<file path="src/rtl/irqc_pkg.sv">
package irqc_pkg;
  localparam int BASIC_N = 8;
  localparam int PER_N   = 32;
  localparam int SC1_N   = 5;
  localparam int SC2_N   = 6;
  localparam int IDX_W   = 7;
  localparam int FLAT_N  = BASIC_N + 2 * PER_N;

  // Mirrored peripheral sources, in bank 0 bit order
  localparam int SC1_SRC [SC1_N] = '{7, 9, 10, 18, 19};
  localparam int SC2_SRC [SC2_N] = '{21, 22, 23, 24, 25, 30};

  localparam int SUM1_BIT = BASIC_N;
  localparam int SUM2_BIT = BASIC_N + 1;
  localparam int SC1_BASE = BASIC_N + 2;
  localparam int SC2_BASE = SC1_BASE + SC1_N;

  localparam logic [7:0] OFF_PEND0 = 8'h00;
  localparam logic [7:0] OFF_PEND1 = 8'h04;
  localparam logic [7:0] OFF_PEND2 = 8'h08;
  localparam logic [7:0] OFF_FIQ   = 8'h0C;
  localparam logic [7:0] OFF_SET1  = 8'h10;
  localparam logic [7:0] OFF_SET2  = 8'h14;
  localparam logic [7:0] OFF_SET0  = 8'h18;
  localparam logic [7:0] OFF_CLR1  = 8'h1C;
  localparam logic [7:0] OFF_CLR2  = 8'h20;
  localparam logic [7:0] OFF_CLR0  = 8'h24;

  function automatic logic [PER_N-1:0] sc1_mask();
    logic [PER_N-1:0] m;
    m = '0;
    for (int k = 0; k < SC1_N; k++) m[SC1_SRC[k]] = 1'b1;
    return m;
  endfunction

  function automatic logic [PER_N-1:0] sc2_mask();
    logic [PER_N-1:0] m;
    m = '0;
    for (int k = 0; k < SC2_N; k++) m[SC2_SRC[k]] = 1'b1;
    return m;
  endfunction
endpackage

</file>
<file path="src/rtl/irqc_mask_reg.sv">
module irqc_mask_reg #(
  parameter int W = 32
) (
  input  logic         clk,
  input  logic         rst,
  input  logic         set_we,
  input  logic         clr_we,
  input  logic [W-1:0] wbits,
  output logic [W-1:0] mask
);
  always_ff @(posedge clk) begin
    if (rst)         mask <= '0;
    else if (set_we) mask <= mask | wbits;
    else if (clr_we) mask <= mask & ~wbits;
  end
endmodule

</file>
<file path="src/rtl/irqc_bank_fold.sv">
module irqc_bank_fold
  import irqc_pkg::*;
(
  input  logic [PER_N-1:0] src1,
  input  logic [PER_N-1:0] en1,
  input  logic [PER_N-1:0] src2,
  input  logic [PER_N-1:0] en2,
  output logic [PER_N-1:0] pend1,
  output logic [PER_N-1:0] pend2,
  output logic [SC1_N-1:0] sc1,
  output logic [SC2_N-1:0] sc2,
  output logic             sum1,
  output logic             sum2
);
  localparam logic [PER_N-1:0] M1 = sc1_mask();
  localparam logic [PER_N-1:0] M2 = sc2_mask();

  assign pend1 = src1 & en1;
  assign pend2 = src2 & en2;

  for (genvar k = 0; k < SC1_N; k++) begin : g_sc1
    assign sc1[k] = pend1[SC1_SRC[k]];
  end
  for (genvar k = 0; k < SC2_N; k++) begin : g_sc2
    assign sc2[k] = pend2[SC2_SRC[k]];
  end

  // Summary only for sources without a mirror bit
  assign sum1 = |(pend1 & ~M1);
  assign sum2 = |(pend2 & ~M2);
endmodule

</file>
<file path="src/rtl/irqc_fiq_pick.sv">
module irqc_fiq_pick
  import irqc_pkg::*;
(
  input  logic [BASIC_N-1:0] src0,
  input  logic [PER_N-1:0]   src1,
  input  logic [PER_N-1:0]   src2,
  input  logic [7:0]         ctrl,
  output logic               hit
);
  localparam int SPAN = 2 ** IDX_W;
  localparam int PAD  = SPAN - FLAT_N;

  logic [SPAN-1:0] flat;
  assign flat = {{PAD{1'b0}}, src0, src2, src1};
  assign hit  = ctrl[IDX_W] & flat[ctrl[IDX_W-1:0]];
endmodule

</file>
<file path="src/rtl/irq_bank_ctrl.sv">
module irq_bank_ctrl
  import irqc_pkg::*;
#(
  parameter int AW = 8,
  parameter int DW = 32
) (
  input  logic               clk,
  input  logic               rst,
  input  logic [BASIC_N-1:0] src_basic,
  input  logic [PER_N-1:0]   src_per1,
  input  logic [PER_N-1:0]   src_per2,
  input  logic               wr_en,
  input  logic               rd_en,
  input  logic [AW-1:0]      addr,
  input  logic [DW-1:0]      wdata,
  output logic [DW-1:0]      rdata,
  output logic               irq_out,
  output logic               fiq_out
);
  logic [BASIC_N-1:0] en0;
  logic [PER_N-1:0]   en1, en2, pend1, pend2;
  logic [SC1_N-1:0]   sc1;
  logic [SC2_N-1:0]   sc2;
  logic               sum1, sum2, fiq_hit;
  logic [7:0]         fiq_ctrl;
  logic [DW-1:0]      pend0;

  logic s0, s1, s2, c0, c1, c2, wfiq;
  assign s0   = wr_en && (addr == AW'(OFF_SET0));
  assign s1   = wr_en && (addr == AW'(OFF_SET1));
  assign s2   = wr_en && (addr == AW'(OFF_SET2));
  assign c0   = wr_en && (addr == AW'(OFF_CLR0));
  assign c1   = wr_en && (addr == AW'(OFF_CLR1));
  assign c2   = wr_en && (addr == AW'(OFF_CLR2));
  assign wfiq = wr_en && (addr == AW'(OFF_FIQ));

  irqc_mask_reg #(.W(BASIC_N)) u_en0 (
    .clk(clk), .rst(rst), .set_we(s0), .clr_we(c0),
    .wbits(wdata[BASIC_N-1:0]), .mask(en0));
  irqc_mask_reg #(.W(PER_N)) u_en1 (
    .clk(clk), .rst(rst), .set_we(s1), .clr_we(c1),
    .wbits(wdata[PER_N-1:0]), .mask(en1));
  irqc_mask_reg #(.W(PER_N)) u_en2 (
    .clk(clk), .rst(rst), .set_we(s2), .clr_we(c2),
    .wbits(wdata[PER_N-1:0]), .mask(en2));

  irqc_bank_fold u_fold (
    .src1(src_per1), .en1(en1), .src2(src_per2), .en2(en2),
    .pend1(pend1), .pend2(pend2), .sc1(sc1), .sc2(sc2),
    .sum1(sum1), .sum2(sum2));

  always_comb begin
    pend0 = '0;
    pend0[BASIC_N-1:0] = src_basic & en0;
    pend0[SUM1_BIT] = sum1;
    pend0[SUM2_BIT] = sum2;
    pend0[SC1_BASE +: SC1_N] = sc1;
    pend0[SC2_BASE +: SC2_N] = sc2;
  end

  irqc_fiq_pick u_fiq (
    .src0(src_basic), .src1(src_per1), .src2(src_per2),
    .ctrl(fiq_ctrl), .hit(fiq_hit));

  always_ff @(posedge clk) begin
    if (rst)       fiq_ctrl <= '0;
    else if (wfiq) fiq_ctrl <= wdata[7:0];
  end

  always_ff @(posedge clk) begin
    if (rst) begin
      irq_out <= 1'b0;
      fiq_out <= 1'b0;
    end else begin
      irq_out <= |pend0;
      fiq_out <= fiq_hit;
    end
  end

  always_ff @(posedge clk) begin
    if (rst) rdata <= '0;
    else if (rd_en) begin
      case (addr)
        AW'(OFF_PEND0): rdata <= pend0;
        AW'(OFF_PEND1): rdata <= DW'(pend1);
        AW'(OFF_PEND2): rdata <= DW'(pend2);
        AW'(OFF_FIQ):   rdata <= DW'(fiq_ctrl);
        AW'(OFF_SET0), AW'(OFF_CLR0): rdata <= DW'(en0);
        AW'(OFF_SET1), AW'(OFF_CLR1): rdata <= DW'(en1);
        AW'(OFF_SET2), AW'(OFF_CLR2): rdata <= DW'(en2);
        default: rdata <= '0;
      endcase
    end
  end
endmodule

</file>
<file path="config.mk">
export PLATFORM = sky130hd
export DESIGN_NAME = irq_bank_ctrl
export DESIGN_NICKNAME = d
export VERILOG_FILES = /design/src/rtl/irqc_pkg.sv /design/src/rtl/irqc_mask_reg.sv /design/src/rtl/irqc_bank_fold.sv /design/src/rtl/irqc_fiq_pick.sv /design/src/rtl/irq_bank_ctrl.sv
export SDC_FILE = /design/constraint.sdc
export NUM_CORES = 1
export LEC_CHECK = 0
export BUFFER_PORTS_ARGS = -buffer_cell sky130_fd_sc_hd__buf_4
export CAP_MARGIN = 20
export CORE_UTILIZATION = 35
export CTS_BUF_LIST = sky130_fd_sc_hd__clkbuf_4 sky130_fd_sc_hd__clkbuf_8 sky130_fd_sc_hd__clkbuf_16
export DETAILED_ROUTE_END_ITERATION = 12
export HOLD_SLACK_MARGIN = 0.06
export MAX_ROUTING_LAYER = met4
export PLACE_DENSITY = 0.65
export SYNTH_ARGS = -nofsm -noshare
export SYNTH_HDL_FRONTEND = slang
export SYNTH_SLANG_ARGS = --single-unit
</file>
<file path="constraint.sdc">
create_clock -name clk -period 4.1 [get_ports clk]
set_input_delay 0.205 -clock clk [delete_from_list [all_inputs] [get_ports clk]]
set_output_delay 0.205 -clock clk [all_outputs]
set_load 0.005 [all_outputs]
</file>
==> impl_metrics.toml <==
[run_status]
outcome = "completed"

[synth]
synth-seq-area-share = 0.3627
synth.net_count = 869
synth_mux_area_frac = 0.1191
yosys.area_share.xor_xnor = 0.001392
synth_top_family_by_area = "compound AO/OA/AOI/OAI gates"
number_of_distinct_library_cell_variants_in_the_gate_level_netlist_after_synthesis = 54
synth_simple_gate_area_share = 0.1821
synthFlopType = "sky130_fd_sc_hd__dfxtp_1"
synth_area_per_cell_sq_um = 8.356
count_of_flip_flops_with_a_built_in_enable_after_synthesis = 0
yosys.area_share.adder = 0
yosys_warnings = 0
synth-compound-area-share = 0.2929
postSynthRegisterBits = 114
post_syn_area_sq_um = 6292
postSynthCellCount = 753
ys_async_sr_fraction = 0

[pwr]
net-switching-power_mw = 0.6674
p_seq_frac = 0.371
switching_share = 0.2232
clock_power_share = 0.545
p_comb_frac = 0.083
cellLeakagePower_nw = 3.744
pwr_density_cell_nw_per_um2 = 355.4
cell_internal_power_dissipation_mw = 2.322
peakVddDrop_uv = 307.9

[worst_setup_path]
critical-path-max-stage-delay_ns = 0.54
cp_data_arrival_time_ns = 3.07
critical_path_class = "register to register"
timing.critical_path.required_ns = 4.40
worstPathMaxFanout = 21
critPathSlowestCell = "sky130_fd_sc_hd__mux4_2"
timing.critical_path.from = "fiq_ctrl[1]$_SDFFE_PP0P_"
crit_reg_reg_startpoint = "fiq_ctrl[1]$_SDFFE_PP0P_"
critical_path.cell_chain = "buf_4 > mux4_2 > nor2b_4 > a2111oi_2 > a31oi_1 > and4b_1 > or4_1"
critPathLaunchType = "register"
cp_endpoint_kind = "register"

[die]
die_w_um = 136.1
design.portCount = 150
rows = 48
start_util = 0.3613
die_y_um = 136.1
fp.coreArea_sq_um = 17420
dieArea_sq_um = 18520

[final_layout]
layout.nets = 1010
share_of_final_layout_standard_cells_stronger_than_drive_strength_1 = 0.2437
stdcell_count = 1132
syn_to_final_growth_pct = 33.68
diodes = 0

[place]
gp_weighted_congestion = 0.9221
detailed_place_hpwl_um = 18580
place_worst_setup_slack_ns = 1.345
dp.cells = 1083
io_port_bufs = 149

[global_route]
grt_max_degree = 47
overflow = 0
first_pass_grt_wire_length_um = 38240
grt_util_all_layers = 0.2912
grt_pass1_vias = 6301
initial_antenna_violation_count = 0

[routing]
viasPerCell = 6.007
drc_errors = 0
drtAntennaViolNets = 0
drtPass1Iterations = 6
drt_iter0_markers = 880
routed-via-count = 6800
post_drt_wl_per_cell_um = 22.52
totalWireLength_um = 25490

[run]
drv_cap = 0

[clocking]
clock_insertion_delay_at_the_later_pin_of_the_skew_report_ns = 0.43
clkSinkCount = 114
cts-buffers-inserted = 17
cts.repair.resized = 0
clock_tree_from_tritoncts = "done"
htree_num_levels = 4
clk_path_buf_depth = 2
cts_setup_buffers = 0
ctsRootBufferMaster = "sky130_fd_sc_hd__clkbuf_16"
cts.clk_slew.worst_paths_ns = 0.05

[sta]
fmaxAchievable_mhz = 360.6
tns_ns = 0
finalSetupViolCount = 0
timing.final.crit_share = 0.6764
finClkSkew_ns = 0.007727
finalHoldViolations = 0
worst_pin_slew_ns = 0.8754
final.setup.worst_slack_ns = 1.327
max-slew-margin-rel = 0.4156
rsz_0062_raised_after_global_routing = "false"
slew_viol_final = 0
finalCriticalPeriod_ns = 2.773

[min_path]
hold_path_startpoint = "wdata[21]"
hold_path.class = "input port to register"
## final cells by class
class                           count  area, sq um
Inverter                            3        11.26
Tap cell                          225        281.5
Clock inverter                      9        150.1
Sequential cell                   114         2282
Multi-Input combinational cell    577         3784
Fill cell                        1715         9005
Timing Repair Buffer              181         1401
Clock buffer                       23        501.7
## path summary, 6_finish.rpt
check | cells after the start | to | slack, ns
worst min register to register | 2 | rdata[22]$_SDFFE_PP0P_ | 0.45
worst max-delay path | 7 | fiq_out$_SDFF_PP0_ | 1.33
worst max register to register | 7 | fiq_out$_SDFF_PP0_ | 1.33
worst min-delay path | 3 | register | 0.06
## Yosys cell counts, drive strengths merged, types with 2 or more instances
cell type,n,area [sq um]
a2111oi,4,41.29
a211oi,2,20.02
a21o,62,465.5
a21oi,28,140.1
a221oi,9,78.83
a222oi,7,70.07
a22o,7,61.31
a22oi,78,585.6
a31oi,4,25.02
a32o,12,120.1
and2,3,18.77
buf,15,86.33
clkbuf,44,165.2
dfxtp,114,2282
inv,3,11.26
mux2,2,22.52
mux2i,40,400.4
mux4,14,326.6
nand2,120,450.4
nand2b,4,25.02
nand3,17,85.08
nand4,6,37.54
nand4bb,2,22.52
nor2,86,322.8
nor2b,4,32.53
nor3,7,35.03
nor4,3,18.77
o21ai,34,170.2
o41ai,2,17.52
or3,3,18.77
or4,2,15.01
## through the flow
| stage | area, sq um | power, mW | hold slack, ns | util |
|---|---|---|---|---|
| global route | 8412 | 3.059 | 0.07251 | 0.4830 |
| finish | 8412 | 2.989 | 0.06359 | 0.4830 |
| CTS | 8412 | 2.989 | 0.06017 | 0.4830 |
| global placement | 7590 | 1.364 | 0.4399 | 0.4358 |
| floorplan | 6292 | 1.194 | 0.3525 | - |
| detailed placement | 7590 | 1.363 | 0.4442 | 0.4358 |
## kinds of logic (layout without fill, tap and decap cells)
family          after synthesis  count (layout)
flops                       114             114
simple gates                265             265
buf+inv                      62             216
mux                          56              56
compound gates              255             255
xor+xnor                      1               1
## repair_timing
action,4_1_cts,5_1_grt
hold endpoints to repair,17,0
endpoints found under the setup margin,0,0
hold buffers,17,0
## routing by layer
metal | track usage | up-vias | wire [um]
met5 | - | - | 0
met4 | 0.1210 | 0 | 844
met3 | 0.06823 | 61 | 2905
met2 | 0.4148 | 445 | 11180
met1 | 0.3914 | 3213 | 10570
li1 | - | 3081 | -
## worst max-delay path, delay by kind of cell, from the launching register on
family | cells | cell delay [ns]
and+or+nand+nor | 3 | 0.88
DFF | 1 | 0.44
AOI/OAI and AO/OA | 2 | 0.43
muxes | 1 | 0.54
buffers and inverters | 1 | 0.35
## layout by cell type (no fill, tap or decap), drive strengths merged, types with 4 or more instances in the layout
| cell | synthesis | routed |
|---|---|---|
| nor3 | 7 | 7 |
| bufinv | 0 | 4 |
| a22o | 7 | 7 |
| dlygate4sd3 | 0 | 17 |
| mux4 | 14 | 14 |
| a32o | 12 | 12 |
| nand4 | 6 | 6 |
| nand2b | 4 | 4 |
| a222oi | 7 | 7 |
| clkbuf | 44 | 23 |
| a21oi | 28 | 28 |
| nor2 | 86 | 86 |
| nand2 | 120 | 120 |
| a22oi | 78 | 78 |
| dfxtp | 114 | 114 |
| o21ai | 34 | 34 |
| a31oi | 4 | 4 |
| nor2b | 4 | 4 |
| mux2i | 40 | 40 |
| a21o | 62 | 62 |
| a2111oi | 4 | 4 |
| a221oi | 9 | 9 |
| nand3 | 17 | 17 |
| buf | 15 | 164 |
## power by group through the flow
stage          clock network, mW  registers [mW]  logic, mW
4_1_cts                     1.64            1.11      0.243
2_1_floorplan                  0            1.13     0.0607
5_1_grt                     1.69            1.11      0.259
6_report                    1.63            1.11      0.249
3_3_place_gp                   0            1.13      0.230
3_5_place_dp                   0            1.13      0.229
Note: power is estimated with default switching activity, not from simulation.
